$ cat src/rtl/split_accum_pkg.sv
package split_accum_pkg;

  typedef enum logic [2:0] {
    OP_LOAD = 3'd0,
    OP_ADD  = 3'd1,
    OP_SUB  = 3'd2,
    OP_AND  = 3'd3,
    OP_OR   = 3'd4,
    OP_XOR  = 3'd5
  } acc_op_e;

  typedef enum logic [1:0] {
    SZ_BYTE = 2'b00,
    SZ_WORD = 2'b01,
    SZ_LONG = 2'b10
  } acc_size_e;

  localparam int NUM_LANES = 3;

endpackage

$ cat src/rtl/sa_loadfmt.sv
module sa_loadfmt
  import split_accum_pkg::*;
#(
  parameter int BYTE_W = 8,
  localparam int HALF_W = 2 * BYTE_W,
  localparam int FULL_W = 2 * HALF_W
) (
  input  logic [1:0]        size,
  input  logic              sext,
  input  logic [FULL_W-1:0] data,
  input  logic [HALF_W-1:0] old_lo,
  output logic [HALF_W-1:0] hi_d,
  output logic [HALF_W-1:0] lo_d
);

  logic fill;

  assign fill = sext & data[BYTE_W-1];

  always_comb begin
    hi_d = old_lo;
    lo_d = data[HALF_W-1:0];
    case (size)
      SZ_BYTE: lo_d = {{BYTE_W{fill}}, data[BYTE_W-1:0]};
      SZ_WORD: lo_d = data[HALF_W-1:0];
      SZ_LONG: begin
        hi_d = data[FULL_W-1:HALF_W];
        lo_d = data[HALF_W-1:0];
      end
      default: lo_d = data[HALF_W-1:0];
    endcase
  end

endmodule

$ cat src/rtl/sa_alu.sv
module sa_alu
  import split_accum_pkg::*;
#(
  parameter int BYTE_W = 8,
  localparam int HALF_W = 2 * BYTE_W,
  localparam int FULL_W = 2 * HALF_W
) (
  input  logic [2:0]        op,
  input  logic [1:0]        lane_sel,
  input  logic [FULL_W-1:0] a,
  input  logic [FULL_W-1:0] b,
  output logic [FULL_W-1:0] res,
  output logic              zero,
  output logic              carry
);

  logic [FULL_W-1:0] lane_res [NUM_LANES];
  logic [NUM_LANES-1:0] lane_z;
  logic [NUM_LANES-1:0] lane_c;

  for (genvar g = 0; g < NUM_LANES; g++) begin : g_lane
    localparam int GW = BYTE_W << g;
    logic [GW:0]   sum;
    logic [GW:0]   dif;
    logic [GW-1:0] r;
    logic          c;

    always_comb begin
      sum = {1'b0, a[GW-1:0]} + {1'b0, b[GW-1:0]};
      dif = {1'b0, a[GW-1:0]} - {1'b0, b[GW-1:0]};
      r   = '0;
      c   = 1'b0;
      case (op)
        OP_ADD: begin r = sum[GW-1:0]; c = sum[GW]; end
        OP_SUB: begin r = dif[GW-1:0]; c = dif[GW]; end
        OP_AND: r = a[GW-1:0] & b[GW-1:0];
        OP_OR:  r = a[GW-1:0] | b[GW-1:0];
        OP_XOR: r = a[GW-1:0] ^ b[GW-1:0];
        default: r = '0;
      endcase
    end

    assign lane_res[g] = FULL_W'(r);
    assign lane_z[g]   = (r == '0);
    assign lane_c[g]   = c;
  end

  always_comb begin
    case (lane_sel)
      SZ_WORD: begin res = lane_res[1]; zero = lane_z[1]; carry = lane_c[1]; end
      SZ_LONG: begin res = lane_res[2]; zero = lane_z[2]; carry = lane_c[2]; end
      default: begin res = lane_res[0]; zero = lane_z[0]; carry = lane_c[0]; end
    endcase
  end

endmodule

$ cat src/rtl/sa_halves.sv
module sa_halves #(
  parameter int HALF_W = 16
) (
  input  logic              clk,
  input  logic              rst,
  input  logic              we_hi,
  input  logic              we_lo,
  input  logic [HALF_W-1:0] hi_d,
  input  logic [HALF_W-1:0] lo_d,
  input  logic              flag_we,
  input  logic              z_d,
  input  logic              c_d,
  output logic [HALF_W-1:0] hi_q,
  output logic [HALF_W-1:0] lo_q,
  output logic              z_q,
  output logic              c_q
);

  // Data halves carry no reset: their value is undefined until first written.
  always_ff @(posedge clk) begin
    if (we_hi) hi_q <= hi_d;
    if (we_lo) lo_q <= lo_d;
  end

  always_ff @(posedge clk) begin
    if (rst) begin
      z_q <= 1'b0;
      c_q <= 1'b0;
    end else if (flag_we) begin
      z_q <= z_d;
      c_q <= c_d;
    end
  end

  p_flags_hold_r8: assert property (@(posedge clk) disable iff (rst)
    !flag_we |=> $stable(z_q) && $stable(c_q));

  p_hi_hold_r5: assert property (@(posedge clk) disable iff (rst)
    !we_hi |=> hi_q == $past(hi_q));

endmodule

$ cat src/rtl/split_accum.sv
module split_accum
  import split_accum_pkg::*;
#(
  parameter int BYTE_W = 8,
  localparam int HALF_W = 2 * BYTE_W,
  localparam int FULL_W = 2 * HALF_W
) (
  input  logic              clk,
  input  logic              rst,
  input  logic              cmd_valid,
  input  logic [2:0]        cmd_op,
  input  logic [1:0]        cmd_size,
  input  logic              cmd_sext,
  input  logic              cmd_use_high,
  input  logic [FULL_W-1:0] cmd_data,
  output logic [FULL_W-1:0] acc_value,
  output logic              flag_zero,
  output logic              flag_carry
);

  logic              size_ok, accept, do_load, do_arith;
  logic [1:0]        lane_sel;
  logic [HALF_W-1:0] hi_q, lo_q, ld_hi, ld_lo, hi_d, lo_d;
  logic [FULL_W-1:0] alu_b, alu_res;
  logic              alu_z, alu_c, we_hi, we_lo;

  assign size_ok  = (cmd_size != 2'b11);
  assign accept   = cmd_valid && size_ok;
  assign do_load  = accept && (cmd_op == OP_LOAD);
  assign do_arith = accept && (cmd_op inside {OP_ADD, OP_SUB, OP_AND, OP_OR, OP_XOR});

  // High-half source narrows a long request down to word width.
  assign lane_sel = (cmd_use_high && cmd_size == SZ_LONG) ? SZ_WORD : cmd_size;
  assign alu_b    = cmd_use_high ? FULL_W'(hi_q) : cmd_data;

  sa_loadfmt #(.BYTE_W(BYTE_W)) u_fmt (
    .size   (cmd_size),
    .sext   (cmd_sext),
    .data   (cmd_data),
    .old_lo (lo_q),
    .hi_d   (ld_hi),
    .lo_d   (ld_lo)
  );

  sa_alu #(.BYTE_W(BYTE_W)) u_alu (
    .op       (cmd_op),
    .lane_sel (lane_sel),
    .a        ({hi_q, lo_q}),
    .b        (alu_b),
    .res      (alu_res),
    .zero     (alu_z),
    .carry    (alu_c)
  );

  assign we_lo = do_load || do_arith;
  assign we_hi = do_load || (do_arith && lane_sel == SZ_LONG);
  assign hi_d  = do_load ? ld_hi : alu_res[FULL_W-1:HALF_W];
  assign lo_d  = do_load ? ld_lo : alu_res[HALF_W-1:0];

  sa_halves #(.HALF_W(HALF_W)) u_regs (
    .clk     (clk),
    .rst     (rst),
    .we_hi   (we_hi),
    .we_lo   (we_lo),
    .hi_d    (hi_d),
    .lo_d    (lo_d),
    .flag_we (do_arith),
    .z_d     (alu_z),
    .c_d     (alu_c),
    .hi_q    (hi_q),
    .lo_q    (lo_q),
    .z_q     (flag_zero),
    .c_q     (flag_carry)
  );

  assign acc_value = {hi_q, lo_q};

  p_long_load_r1: assert property (@(posedge clk) disable iff (rst)
    cmd_valid && cmd_op == OP_LOAD && cmd_size == SZ_LONG
    |=> acc_value == $past(cmd_data));

  p_word_push_r2: assert property (@(posedge clk) disable iff (rst)
    cmd_valid && cmd_op == OP_LOAD && cmd_size == SZ_WORD
    |=> acc_value[FULL_W-1:HALF_W] == $past(acc_value[HALF_W-1:0])
        && acc_value[HALF_W-1:0] == $past(cmd_data[HALF_W-1:0]));

  p_byte_push_r3: assert property (@(posedge clk) disable iff (rst)
    cmd_valid && cmd_op == OP_LOAD && cmd_size == SZ_BYTE
    |=> acc_value[FULL_W-1:HALF_W] == $past(acc_value[HALF_W-1:0])
        && acc_value[BYTE_W-1:0] == $past(cmd_data[BYTE_W-1:0]));

  p_byte_upper_zero_r6: assert property (@(posedge clk) disable iff (rst)
    do_arith && cmd_size == SZ_BYTE
    |=> acc_value[HALF_W-1:BYTE_W] == '0
        && acc_value[FULL_W-1:HALF_W] == $past(acc_value[FULL_W-1:HALF_W]));

  p_high_src_keeps_r7: assert property (@(posedge clk) disable iff (rst)
    do_arith && cmd_use_high
    |=> acc_value[FULL_W-1:HALF_W] == $past(acc_value[FULL_W-1:HALF_W]));

  p_load_flags_r8: assert property (@(posedge clk) disable iff (rst)
    do_load |=> $stable(flag_zero) && $stable(flag_carry));

  p_idle_r10: assert property (@(posedge clk) disable iff (rst)
    !cmd_valid |=> $stable(acc_value) && $stable(flag_zero) && $stable(flag_carry));

endmodule

$ cat config.mk
export PLATFORM = sky130hd
export DESIGN_NAME = split_accum
export DESIGN_NICKNAME = d
export VERILOG_FILES = /design/src/rtl/split_accum_pkg.sv /design/src/rtl/sa_loadfmt.sv /design/src/rtl/sa_alu.sv /design/src/rtl/sa_halves.sv /design/src/rtl/split_accum.sv
export SDC_FILE = /design/constraint.sdc
export NUM_CORES = 1
export LEC_CHECK = 0
export BUFFER_PORTS_ARGS = -buffer_cell sky130_fd_sc_hd__buf_2
export CORE_MARGIN = 3
export CORE_UTILIZATION = 35
export CTS_BUF_LIST = sky130_fd_sc_hd__clkbuf_4 sky130_fd_sc_hd__clkbuf_8
export DETAILED_ROUTE_END_ITERATION = 8
export PLACE_DENSITY = 0.57
export SYNTH_ARGS = -nofsm -noshare
export SYNTH_HDL_FRONTEND = slang
export SYNTH_SLANG_ARGS = --single-unit
$ cat constraint.sdc
create_clock -name clk -period 11.3 [get_ports clk]
set_input_delay 1.13 -clock clk [delete_from_list [all_inputs] [get_ports clk]]
set_output_delay 1.13 -clock clk [all_outputs]
set_load 0.05 [all_outputs]
==> out/qor.yml, run 1 <==
status: "complete, no violations"
grt_usage_pct: 26.2
placed_cell_area_mm2: 0.00814
synth_seq_area_share_pct: 13.1
r2r_cells: 13
cts_tree: "yes"
syn_area_mm2: 0.00765
design.final.nets: 1236
core-area_mm2: 0.0212
synth_nets: 1205
syn_inst: 1062
place_hpwl_mm: 25.2
p_seq_share_pct: 21.9
gp_congestion: 0.974
fin_skew_ns: 0.00768
dp_slack_ns: 5.34
power_frac_comb_pct: 57.2
max-vdd-ir-drop_uv: 70.8
ios: 76
avgSynthCellArea_um2: 7.20
ant_nets: 0
wl_met3_mm: 2.84
fp.dieW_um: 154
n_antenna_cell: 0
cts_inserted_buffers: 5
maxCapViolCount: 0
whs_ns: 0.577
finalHoldViolCount: 0
p_sw_uw: 348
viasPerCell: 6.30
finalCritPeriodShare_pct: 51.7
arrival_ns: 6.08
wl_per_cell_um: 23.5
synthToLayoutAreaGrowth_pct: 8.34
post-cts-setup-buffers: 0
route.detailed.drc: 0
hp-class: "reg2reg"
final_area_mm2: 0.00829
worstSkewPairLatency_ns: 0.31
wirelength_mm: 32.2
drt_iter0_drc: 1035
ys_ff_latch: 34
wl_met2_mm: 13.9
grt_pass1_vias: 8154
tightest_slew_ns: 0.864
postSynth.asyncResetShare_pct: 0
cp_max_fo: 18
powerDensity_mw_per_mm2: 87.8
drive_gt1_share_pct: 11.9
cts_root_buffer: "clkbuf_8"
critical-path-max-stage-delay_ns: 0.72
dr.max_layer_used: "met4"
fillers: 2304
via_count: 8620
synth_cell_types: 90
p_clk_share_pct: 20.9
setup_violations: 0
htree_num_levels: 2
die_h_um: 154
start_util_pct: 36.0
antenna_found_initial: 0
rsz0062_at_grt: "no"
internal_power_uw: 380
p_leak_nw: 3.62
synth_ff_type: "edfxtp_1"
max_freq_mhz: 171
post_cts_resized: 0
setup_ws_ns: 5.46
row_count: 53
crit_slowest_cell: "clkinv_1"
synth-edff-count: 32
clk_pin_slew_ns: 0.09
relSlewSlack_pct: 42.0
overflow: 0
crit_path_cell_trace: "buf_2 -> clkinv_1 -> nand2_1 -> ha_1 -> or3_1 -> nor4_2 -> nand3_1 -> a21oi_1 -> or2_4 -> a32oi_2 -> a2111oi_0 -> o22ai_1 -> nor3_1 -> nand4_1 -> a31oi_1"
cp-start-kind: "primary input"
drv_slew: 0
first_pass_iters: 6
crit_type: "in2reg"
wl_met1_mm: 14.0
holdBufCountCts: 0
finalSetupTns_ns: 0
port_buffers: 75
grt_max_degree: 47
synth_warnings: 0
required_ns: 11.54
hold_depth: 2
die_area_mm2: 0.0237
endpoint_kind: "flop"
grt_pass1_wl_mm: 48.9
netSwitchingFraction_pct: 47.8
period_needed_ns: 5.84
clockBufferDepth: 2
cts_sinks: 34
[through the flow]
step	utilization, %	std cells	total power [mW]
after floorplan	-	1062	0.452
after global placement	38.4	1361	0.565
final	39.0	1369	0.727
after global routing	39.0	1369	0.763
after detailed placement	38.4	1361	0.565
after CTS	39.0	1369	0.716
[cells by family (layout without fill, tap and decap cells)]
group           after synthesis  count (layout)  synth area share, %
fa+ha+maj                   101             101                 16.7
mux                          31              31                 4.09
flops                        34              34                 13.1
buf+inv                     164             196                 9.08
simple gates                337             337                 21.4
xor+xnor                     16              16                 1.83
compound gates              379             379                 33.8
[area by class of cell]
class                   count  area, um^2  share of cell area, %
multi-input cells         864        5960                   71.9
flip-flops and latches     34        1000                   12.1
repair buffers             86         458                   5.53
inverters                 102         383                   4.62
well taps                 275         344                   4.15
clock buffers               6        82.6                  0.997
clock inverters             2        60.1                  0.725
[path summary, 6_finish.rpt]
check                   from    endpoint  slack (ns)
max             cmd_use_high  u_regs.z_q        5.46
min               u_regs.c_q  u_regs.c_q        0.58
max reg2reg  u_regs.hi_q[13]  u_regs.z_q        6.74
min reg2reg       u_regs.c_q  u_regs.c_q        0.58
[state kept, by name, indices dropped and copies added, names as in the netlist]
register     flops
u_regs.c_q       1
u_regs.z_q       1
u_regs.lo_q     16
u_regs.hi_q     16
[cell usage after synthesis, drive strengths merged (8+ instances only)]
library cell	count	area, um^2
o21ai	88	452
clkbuf	38	143
nand2b	15	93.8
buf	24	169
a221oi	11	96.3
xnor2	12	105
a2111oi	8	95.1
o21bai	9	67.6
a21oi	99	499
o211ai	18	135
a221o	8	80.1
nand3	20	100
inv	101	379
a31oi	9	62.6
nor3	18	95.1
mux2i	29	290
nor2	96	360
nor2b	20	125
ha	99	1240
a21o	15	113
o31ai	9	67.6
nand2	97	364
a211oi	9	72.6
o22ai	14	87.6
edfxtp	32	961
nand4	9	56.3
or3	10	67.6
nor4	15	100
[critical path, delay by kind of cell]
kind	cells	cell delay [ns]
AO/OA/AOI/OAI	5	1.38
AND/OR/NAND/NOR	7	1.91
adder cells (fa/ha/maj)	1	0.41
buffers and inverters	2	1.22
[power groups by stage]
stage	clock (mW)	sequential [mW]	combinational, mW
after floorplan	0	0.180	0.271
after global placement	0	0.162	0.403
after detailed placement	0	0.162	0.403
after CTS	0.152	0.159	0.405
after global routing	0.155	0.160	0.448
final	0.152	0.159	0.416
[routing by layer]
metal  vias up  GRT usage (%)
met5         -              0
met4         0           9.63
met3        69           2.73
met2       493           40.5
met1      4109           37.6
li1       3949              -
[placed cells by master, fill, tap and decap left out, drive strengths merged, types with 6 or more instances in the layout]
cell type and instances:
and3 6, and2 7, o21a 7, nor2b 20, a21oi 99, or2 6, nand3 20, a211oi 9
a22o 6, ha 99, mux2i 29, o21bai 9, or3 10, edfxtp 32, a22oi 6, nand3b 6
nand2b 15, xnor2 12, a31oi 9, nor3 18, clkbuf 6, nor4 15, o221ai 7, a221o 8
nand4 9, nor2 96, a221oi 11, nand2 97, a2111oi 8, o31ai 9, inv 101, a21o 15
o21ai 88, buf 86, nor3b 6, o211ai 18, o22ai 14
Note: power is estimated with default switching activity, not from simulation.
==> run 2: changes to the inputs <==
--- a/config.mk
+++ b/config.mk
@@ -10,7 +10,7 @@
 export CORE_UTILIZATION = 35
 export CTS_BUF_LIST = sky130_fd_sc_hd__clkbuf_4 sky130_fd_sc_hd__clkbuf_8
 export DETAILED_ROUTE_END_ITERATION = 8
-export PLACE_DENSITY = 0.57
+export PLACE_DENSITY = 0.59
 export SYNTH_ARGS = -nofsm -noshare
 export SYNTH_HDL_FRONTEND = slang
 export SYNTH_SLANG_ARGS = --single-unit
==> constraint.sdc (replaced) <==
create_clock -name clk -period 5.1 [get_ports clk]
set_input_delay 0.51 -clock clk [delete_from_list [all_inputs] [get_ports clk]]
set_output_delay 0.51 -clock clk [all_outputs]
set_load 0.05 [all_outputs]
==> out/qor.yml, run 2 (synthesis results as in run 1) <==
htree_num_levels: 2  # unchanged
p_leak_nw: 3.69  # +2.1%
reg2reg_to: "u_regs.z_q"
powerDensity_mw_per_mm2: 182  # +110%
status: "complete, no violations"
route.detailed.drc: 0  # unchanged
synthToLayoutAreaGrowth_pct: 9.75
fp.dieW_um: 154  # unchanged
cts_sinks: 34  # unchanged
worstSkewPairLatency_ns: 0.31  # about the same
grt_pass1_wl_mm: 49.0  # +0.20%
netSwitchingFraction_pct: 51.1  # +3.4 points
crit_type: "in2reg"
gp_congestion: 1.00  # +3.2%
finalHoldViolCount: 0  # unchanged
rr_startpoint: "u_regs.hi_q[12]"
fillers: 2263  # -1.8%
port_buffers: 75  # unchanged
cts_root_buffer: "clkbuf_8"
wl_per_cell_um: 23.5  # about the same
p_sw_uw: 782  # +130%
relSlewSlack_pct: 31.1  # -11 points
die_h_um: 154  # unchanged
endpoint_kind: "flop"
grt_pass1_vias: 8031  # -1.5%
clk_pin_slew_ns: 0.09  # about the same
post_cts_resized: 0  # unchanged
core-area_mm2: 0.0212  # unchanged
worstSetupStartpoint: "cmd_use_high"
grt_usage_pct: 26.3  # +0.13 points
finalCritPeriodShare_pct: 90.4
ant_nets: 0  # unchanged
clockBufferDepth: 2  # unchanged
regArea_mm2: 0.00100  # unchanged
viasPerCell: 6.33  # +0.59%
rsz0062_at_grt: "no"
drive_gt1_share_pct: 13.5  # +1.6 points
cp_max_fo: 14  # -4
cp-start-kind: "primary input"
power_mw: 1.53  # +110%
reg.largest.list: "u_regs.hi_q (16), u_regs.lo_q (16)"
period_needed_ns: 4.61
finalSetupTns_ns: 0  # unchanged
finalNonFillerCells: 1391  # +1.6%
maxCapViolCount: 0  # unchanged
dp_slack_ns: 0.288  # -5.05 ns
holdBufCountCts: 0  # unchanged
via_count: 8810  # +2.2%
overflow: 0  # unchanged
required_ns: 5.34  # -6.20 ns
fin_skew_ns: 0.00700  # -0.000674 ns
wirelength_mm: 32.7  # +1.6%
start_util_pct: 36.0  # unchanged
cts_tree: "yes"
die_area_mm2: 0.0237  # unchanged
drt_iter0_drc: 1257  # +21%
final_area_mm2: 0.00839  # +1.3%
min-delay-start: "rst"
power_frac_comb_pct: 62.3  # +5.1 points
multi_input_area_mm2: 0.00596  # unchanged
post-cts-setup-buffers: 0  # unchanged
place_hpwl_mm: 26.0  # +3.4%
layout_common_cells: "101 x inv_1, 99 x ha_1, 98 x a21oi_1, 97 x nand2_1, 95 x nor2_1"
grt_max_degree: 33  # -30%
r2r_cells: 13  # unchanged
tightest_slew_ns: 1.03  # +0.161 ns
max-vdd-ir-drop_uv: 135  # +91%
arrival_ns: 4.85  # -1.23 ns
hp-class: "in2reg"
final_core_util_pct: 39.6  # +0.51 points
design.final.nets: 1258  # +1.8%
cts_inserted_buffers: 5  # unchanged
mostFrequentLayoutCell: "inv_1"
p_clk_share_pct: 14.6  # -6.3 points
drv_slew: 0  # unchanged
dpl.cell_count: 1383  # +1.6%
placed_cell_area_mm2: 0.00831  # +2.0%
n_antenna_cell: 0  # unchanged
internal_power_uw: 747  # +97%
rrSetupSlack_ns: 0.59  # -6.15 ns
setup_ws_ns: 0.491  # -4.97 ns
whs_ns: 0.420  # -0.156 ns
ios: 76  # unchanged
max_freq_mhz: 217
antenna_found_initial: 0  # unchanged
p_seq_share_pct: 23.1  # +1.2 points
first_pass_iters: 5  # -1
setup_violations: 0  # unchanged
row_count: 53  # unchanged
crit_end: "u_regs.z_q"
run 2: cell count changes in the layout (fill, tap and decap cells not counted), sizes merged:
cell      change
clkinv        +2
buf          +22
clkbuf        -1
bufinv        -2
clkinvlp      +1
run 2: cell type report:
type | instances | share of cell area, %
inverters | 102 | 4.56
clock buffers | 5 | 0.820
clock inverters | 3 | 0.194
repair buffers | 108 | 7.42
flip-flops and latches | 34 | 11.9
well taps | 275 | 4.10
multi-input cells | 864 | 71.0
run 2: layer usage:
metal	GRT usage (%)	up-vias	part of all wire, %
li1	-	4005	-
met1	37.3	4128	43
met2	39.8	588	42
met3	4.87	89	11
met4	9.42	0	4.2
met5	0	-	0
run 2: power by group through the flow:
stage	sequential (mW)	clock [mW]	combinational, mW
after floorplan	0.400	0	0.601
after global placement	0.359	0	0.927
after detailed placement	0.359	0	0.918
after CTS	0.353	0.224	0.923
after global routing	0.355	0.234	1.02
final	0.353	0.223	0.953
run 2: worst max-delay path: stages:
cell,delay [ns]
buf_2,0.24
buf_4,0.26
mux2i_1,0.34
ha_1,0.44
inv_1,0.07
a2111oi_0,0.61
a2111oi_0,0.23
nor3b_1,0.66
o21bai_1,0.21
xnor2_1,0.16
a211oi_1,0.37
o2111ai_1,0.19
nor3_1,0.16
nand4_1,0.18
a31oi_1,0.21
run 2: worst min path at each step:
stage                      end  slack [ns]  depth (start not counted)
finish              u_regs.c_q        0.42                          2
global route        u_regs.c_q        0.42                          2
CTS                 u_regs.c_q        0.40                          2
detailed placement  u_regs.z_q        0.53                          2
global placement    u_regs.z_q        0.53                          2
floorplan           u_regs.c_q        0.59                          1
